File: config.mk
export PLATFORM = sky130hd
export DESIGN_NAME = rsc_spacing_eval
export DESIGN_NICKNAME = d
export VERILOG_FILES = /design/src/rtl/rsc_pkg.sv /design/src/rtl/rsc_pair_rule.sv /design/src/rtl/rsc_spacing_eval.sv
export SDC_FILE = /design/constraint.sdc
export NUM_CORES = 1
export LEC_CHECK = 0
export ABC_AREA = 1
export BUFFER_PORTS_ARGS = -buffer_cell sky130_fd_sc_hd__clkbuf_2
export CORE_MARGIN = 5
export CORE_UTILIZATION = 55
export DETAILED_ROUTE_END_ITERATION = 10
export PLACE_DENSITY = 0.95
export SETUP_SLACK_MARGIN = 0.05
export SYNTH_ARGS = -nofsm -noshare
export SYNTH_HDL_FRONTEND = slang
export SYNTH_SLANG_ARGS = --single-unit
File: constraint.sdc
create_clock -name vclk -period 3.1
set_input_delay 0.465 -clock vclk [all_inputs]
set_output_delay 0.465 -clock vclk [all_outputs]
set_load 0.02 [all_outputs]
File: src/rtl/rsc_pkg.sv
package rsc_pkg;
  typedef enum logic {
    CMD_PRER = 1'b0,
    CMD_ACT  = 1'b1
  } row_cmd_e;

  function automatic int max_int(input int a, input int b);
    return (a > b) ? a : b;
  endfunction
endpackage

File: src/rtl/rsc_pair_rule.sv
module rsc_pair_rule #(
  parameter int DEV_W    = 5,
  parameter int BANK_W   = 5,
  parameter int AGE_W    = 4,
  parameter int T_PACKET = 4,
  parameter int T_PP     = 8,
  parameter int T_BANK   = 12
) (
  input  logic              prev_valid_i,
  input  logic              prev_cmd_i,
  input  logic [DEV_W-1:0]  prev_dev_i,
  input  logic [BANK_W-1:0] prev_bank_i,
  input  logic [AGE_W-1:0]  prev_age_i,
  input  logic              new_cmd_i,
  input  logic [DEV_W-1:0]  new_dev_i,
  input  logic [BANK_W-1:0] new_bank_i,
  output logic              too_soon_o
);
  import rsc_pkg::*;

  localparam logic [AGE_W-1:0] GapBase = AGE_W'(T_PACKET);
  localparam logic [AGE_W-1:0] GapType = AGE_W'(max_int(T_PACKET, T_PP));
  localparam logic [AGE_W-1:0] GapBank = AGE_W'(max_int(T_PACKET, T_BANK));
  localparam logic [AGE_W-1:0] GapBoth = AGE_W'(max_int(max_int(T_PACKET, T_PP), T_BANK));

  logic              same_dev, same_type, same_bank, adj_bank;
  logic [BANK_W:0]   pb_ext, nb_ext;
  logic [AGE_W-1:0]  need;

  assign pb_ext    = {1'b0, prev_bank_i};
  assign nb_ext    = {1'b0, new_bank_i};
  assign same_dev  = (prev_dev_i == new_dev_i);
  assign same_type = (prev_cmd_i == new_cmd_i);
  assign same_bank = (prev_bank_i == new_bank_i);
  // neighbours share the top bank bit; no wrap, no crossing between halves
  assign adj_bank  = (prev_bank_i[BANK_W-1] == new_bank_i[BANK_W-1]) &&
                     ((pb_ext + 1'b1 == nb_ext) || (nb_ext + 1'b1 == pb_ext));

  always_comb begin
    if (!same_dev)                         need = GapBase;
    else if ((same_bank || adj_bank) && same_type) need = GapBoth;
    else if (same_bank || adj_bank)        need = GapBank;
    else if (same_type)                    need = GapType;
    else                                   need = GapBase;
  end

  assign too_soon_o = prev_valid_i && (prev_age_i < need);
endmodule

File: src/rtl/rsc_spacing_eval.sv
module rsc_spacing_eval #(
  parameter int DEPTH    = 4,
  parameter int DEV_W    = 5,
  parameter int BANK_W   = 5,
  parameter int AGE_W    = 4,
  parameter int T_PACKET = 4,
  parameter int T_PP     = 8,
  parameter int T_BANK   = 12
) (
  input  logic              h_valid_i [DEPTH],
  input  logic              h_cmd_i   [DEPTH],
  input  logic [DEV_W-1:0]  h_dev_i   [DEPTH],
  input  logic [BANK_W-1:0] h_bank_i  [DEPTH],
  input  logic [AGE_W-1:0]  h_age_i   [DEPTH],
  input  logic              cmd_i,
  input  logic [DEV_W-1:0]  dev_i,
  input  logic [BANK_W-1:0] bank_i,
  output logic              conflict_o
);
  logic [DEPTH-1:0] hit;

  for (genvar i = 0; i < DEPTH; i++) begin : g_rule
    rsc_pair_rule #(
      .DEV_W(DEV_W), .BANK_W(BANK_W), .AGE_W(AGE_W),
      .T_PACKET(T_PACKET), .T_PP(T_PP), .T_BANK(T_BANK)
    ) u_rule (
      .prev_valid_i(h_valid_i[i]),
      .prev_cmd_i  (h_cmd_i[i]),
      .prev_dev_i  (h_dev_i[i]),
      .prev_bank_i (h_bank_i[i]),
      .prev_age_i  (h_age_i[i]),
      .new_cmd_i   (cmd_i),
      .new_dev_i   (dev_i),
      .new_bank_i  (bank_i),
      .too_soon_o  (hit[i])
    );
  end

  assign conflict_o = |hit;
endmodule

==> After elaboration in Yosys (flattened, before gate mapping) <==
Index checks and enable logic that the tools add are counted.
{ "totals": {"ff_bits": 0, "input_bits": 75, "out_inout_bits": 1, "elab_cells": 70} }
{ "classes": {"add_sub_neg": 5, "n_lt_le_gt_ge": 4, "eq_ne": 24, "mux": 16, "n_reduce_logical": 21} }
{ "ops": {"columns": ["op", "n"], "rows": [
  ["4-bit 2-to-1 mux", 16],
  ["6-bit by 5-bit equality test with 1-bit output", 8],
  ["5-bit equality test", 8],
  ["5-bit by 1-bit adder with 6-bit output, second input constant", 5],
  ["4-bit < comparator", 4],
  ["1-bit logical AND", 12],
  ["1-bit equality test", 8],
  ["1-bit logical OR", 8],
  ["4-bit OR reduction", 1]
]} }

==> Logic depth before layout (Yosys ltp) <==
{ "depth": {"word_depth": 11, "ltp_mapped": 19, "mapped_depth_nobuf": 19} }

==> Cells and area by module <==
From an unflattened synthesis, not the netlist that was laid out.
{ "unflattened": {"cells_unflattened": 447, "hier_area_um2": 2018.2} }
{ "modules_own_cells": {"columns": ["mod", "n_inst", "cells_each", "area_per_inst_um2", "seq_area_each_um2"], "rows": [
  ["rsc_pair_rule", 4, 111, 501.7, 0.0],
  ["rsc_spacing_eval", 1, 3, 11.3, 0.0]
]} }

==> Worst setup path after synthesis <==
OpenSTA, ideal clock, no wires.
{ "synth_path": {"kind": "input-to-output", "from": "input bank_i[0]", "to": "output conflict_o", "arrival_time_ns": 2.053, "t_required_ns": 2.635, "path_slack_ns": 0.582, "cell_stages": 18, "path_buffers": 0, "path_cell_list": "ha_1 inv_1 nand2_1 nand2_1 nor2_1 nand2_1 nor2_1 nand2_1 nand2_1 nand2_1 a21oi_1 nor2_1 ha_1 nand2_1 nand2_1 nand2_1 inv_1 nand2_1"} }
{ "synth_between": {"elab_chain_len": 11, "word_cells_on_any_way": 50, "classes_between": "add/sub: 1; order compare: 4; eq/ne: 12; mux: 12; reduce/logical: 21"} }
{ "synth_rtl": {"columns": ["element", "line", "source"], "rows": [
  ["start: declaration", "rsc_spacing_eval.sv:17", "input logic [BANK_W-1:0] bank_i,"],
  ["5-bit by 1-bit adder with 6-bit output", "rsc_pair_rule.sv:37", "((pb_ext + 1'b1 == nb_ext) || (nb_ext + 1'b1 == pb_ext));"],
  ["6-bit by 5-bit equality test with 1-bit output", "rsc_pair_rule.sv:37", null],
  ["1-bit logical OR", "rsc_pair_rule.sv:37", null],
  ["1-bit logical AND", "rsc_pair_rule.sv:36", "assign adj_bank = (prev_bank_i[BANK_W-1] == new_bank_i[BANK_W-1]) &&"],
  ["1-bit logical OR", "rsc_pair_rule.sv:41, rsc_pair_rule.sv:42", null],
  ["4-bit 2-to-1 mux / 1-bit logical AND (equally long branches)", "rsc_pair_rule.sv:42, rsc_pair_rule.sv:41", null],
  ["4-bit 2-to-1 mux", "rsc_pair_rule.sv:41", "else if ((same_bank || adj_bank) && same_type) need = GapBoth;"],
  ["4-bit 2-to-1 mux", "rsc_pair_rule.sv:40", "if (!same_dev) need = GapBase;"],
  ["4-bit < comparator", "rsc_pair_rule.sv:47", "assign too_soon_o = prev_valid_i && (prev_age_i < need);"],
  ["1-bit logical AND", "rsc_pair_rule.sv:47", null],
  ["4-bit OR reduction *", "rsc_spacing_eval.sv:39", "assign conflict_o = |hit;"],
  ["end: declaration", "rsc_spacing_eval.sv:18", "output logic conflict_o"]
]} }
Every way passes the cells marked *; elsewhere a longest branch is shown, timed or not.

==> Worst setup path in the final report <==
{ "layout_path": {"from": "input bank_i[1]", "to": "output conflict_o"} }
Same word-level chain as after synthesis.

==> results_dict.tcl <==
set metrics [dict create \
    final_area_um2 2140 \
    dpl_worst_slack_ns 0.134 \
    detailedPlacementHpwl_mm 4.49 \
    p_per_area_nw_per_um2 133 \
    max_stage_delay_cell_worst_path "ha_4" \
    synth_fp_nets 464 \
    synthesis.instances 380 \
    layout_setup_ws_ns 0.243 \
    track_usage_pct 23.1 \
    rsz0062_at_grt "false" \
    min_period_over_period_pct 92.2 \
    max_slew.worst_pin.slew_ns 0.256 \
    number_of_warning_messages_in_the_yosys_log 0 \
    totalWireLength_mm 5.20 \
    cp_cell_sequence "clkbuf_2, ha_4, inv_1, nand2_1, nand2_1, nor2_1, nand2_1, nor2_1, nand2_1, nand3_1, nand2_1, nor2_1, nor2_1, ha_1, nand2_1, nand2_1, nand2_1, inv_1, nand2_1, clkbuf_2" \
    timing.critical_path.mode_cell "nand2_1" \
    cp_top_family "simple AND/OR/NAND/NOR gates" \
    max_freq_ghz 0.350 \
    crit_path_cell_count 20 \
    die_w_um 66.4 \
    hold_path.class "input pin to output pin" \
    rows 20 \
    synth_cell_type_count 18 \
    ys_seq_area_share_pct 0 \
    worst_supply_voltage_drop_on_vdd_mv 0.0838 \
    tns_ns 0 \
    drcViolationCount 0 \
    worst-endpoint-required_ns 2.63 \
    clockPowerShare_pct 0 \
    critPathLaunch "bank_i[1]" \
    place.port_buffers 68 \
    finalWorstPathRequiredPeriod_ns 2.86 \
    hold_viol 0 \
    max_stage_delay_ns 0.31 \
    cp.buffers_inverters 4 \
    drt_iter0_markers 102 \
    leakagePower_nw 1.46 \
    power_switching_share_pct 58.6 \
    p_int_w 0.000118 \
    share_comb_of_total_power_pct 100.0 \
    area.growth.synth_to_final_pct 22.4 \
    crit_end "conflict_o" \
    final_layout_size_suffix_gt1_share_pct 19.1 \
    dieArea_um2 4410 \
    setup_viol 0 \
    run_status "finished clean" \
    fill_cells 312 \
    dpl_cell_area_um2 2130 \
    seq_area_um2 0 \
    dieHeight_um 66.4 \
    antenna_left 0 \
    layout.sequential_cells 0 \
    worstPathMaxFanout 5 \
    p_switching_w 0.000167 \
    final_util_pct 70.2 \
    power_w 0.000284 \
    wl_per_cell_um 10.6 \
    critical_path_class "input pin to output pin" \
    grt_pass1_wl_mm 8.36 \
    total_standard_cell_area_after_synthesis_um2 1750 \
    grt_start_max_net_pins 11 \
    drtPass1Iterations 5 \
    routed-via-count 2421 \
    floorplan.initialDensity_pct 57.3 \
    synth.avg_cell_area_um2 4.61 \
    core-area_um2 3050 \
    worstSetupEndpointType "output pin" \
    grt_antenna_before_repair 0 \
    timing.slew.headroom_pct 82.9 \
    final_max_slew_viol_count 0 \
    place.gp.congestion 0.931 \
    drt-vias-per-instance 4.94 \
    maxCapViolations 0 \
    grt.overflow.total 0 \
    final_layout_net_count 532 \
    power.share.sequential_pct 0 \
    timing.critical_path.arrival_ns 2.39 \
    diodes 0 \
    ios 76 \
    nClkBuffers 0 \
    worstSetupStartpointType "input pin" \
    first_global_vias 2129 \
]
==> synthesized netlist by cell type (2+ instances only) <==
library cell	number	share of area [%]
nand4_1	5	1.8
nor2_1	49	11
buf_4	2	0.86
nand2_2	8	2.9
ha_1	9	6.4
nand3_1	40	11
nand2_1	167	36
xnor2_1	13	6.5
inv_1	61	13
inv_2	5	1.1
nor3_1	4	1.1
xor2_1	11	5.5
==> power by group through the flow <==
stage                     Clock (W)  Sequential, W  Combinational [W]
after floorplan                   0              0           0.000181
after global placement            0              0           0.000267
after detailed placement          0              0           0.000278
after CTS                         0              0           0.000280
after global routing              0              0           0.000324
final                             0              0           0.000284
==> worst min-delay path by stage <==
stage	startpoint	to	slack, ns	depth (start not counted)
floorplan	h_valid_i[3]	conflict_o	1.24	6
global placement	h_valid_i[3]	conflict_o	1.41	8
detailed placement	h_valid_i[3]	conflict_o	1.40	8
CTS	h_valid_i[3]	conflict_o	1.41	8
global route	h_valid_i[2]	conflict_o	1.46	8
finish	h_valid_i[3]	conflict_o	1.40	8
==> timing repair <==
item | 4_1_cts | 5_1_grt
hold endpoints to repair | 0 | 0
gates resized for setup | 0 | 2
hold buffers | 0 | 0
buffers inserted | 0 | 0
endpoints found under the setup margin | 0 | 1
==> metal layers <==
layer | wire length [um] | track usage (%) | vias to the layer above
li1 | - | - | 1280
met1 | 2000 | 25.2 | 1016
met2 | 2580 | 46.8 | 115
met3 | 571 | 2.55 | 10
met4 | 56 | 4.31 | 0
met5 | 0 | 0 | -
==> layout make-up <==
| cell class | count | area [um2] | share of cell area, % |
|---|---|---|---|
| multi-input cells | 310 | 1490 | 69.3 |
| repair buffers | 70 | 355 | 16.6 |
| well taps | 44 | 55.1 | 2.57 |
| inverters | 66 | 248 | 11.6 |
==> placed cells by master (no fill, tap or decap) <==
master,n
ha_1,8
nand3_4,1
xnor2_1,13
nand2_2,8
nor2_1,49
ha_4,1
a21oi_1,1
buf_4,2
clkbuf_2,68
inv_1,61
nand2_1,167
inv_2,5
nor3_1,4
nand3_1,40
nand4_1,5
a211oi_1,1
nand3b_1,1
xor2_1,11
==> cells by family (layout without fill, tap and decap cells) <==
group                    after synthesis  in the layout  synth area share [%]
adder cells (fa/ha/maj)                9              9                  6.43
AND/OR/NAND/NOR                      275            275                  65.0
XOR/XNOR                              24             24                  12.0
AO/OA/AOI/OAI                          2              2                 0.715
buffers and inverters                 70            136                  15.9
==> per-stage QoR <==
step / hold slack, ns / instances
2_1_floorplan: 1.24 / 380
3_3_place_gp: 1.41 / 490
3_5_place_dp: 1.40 / 490
4_1_cts: 1.41 / 490
5_1_grt: 1.46 / 490
6_report: 1.40 / 490
(Power assumes the default switching activity.)
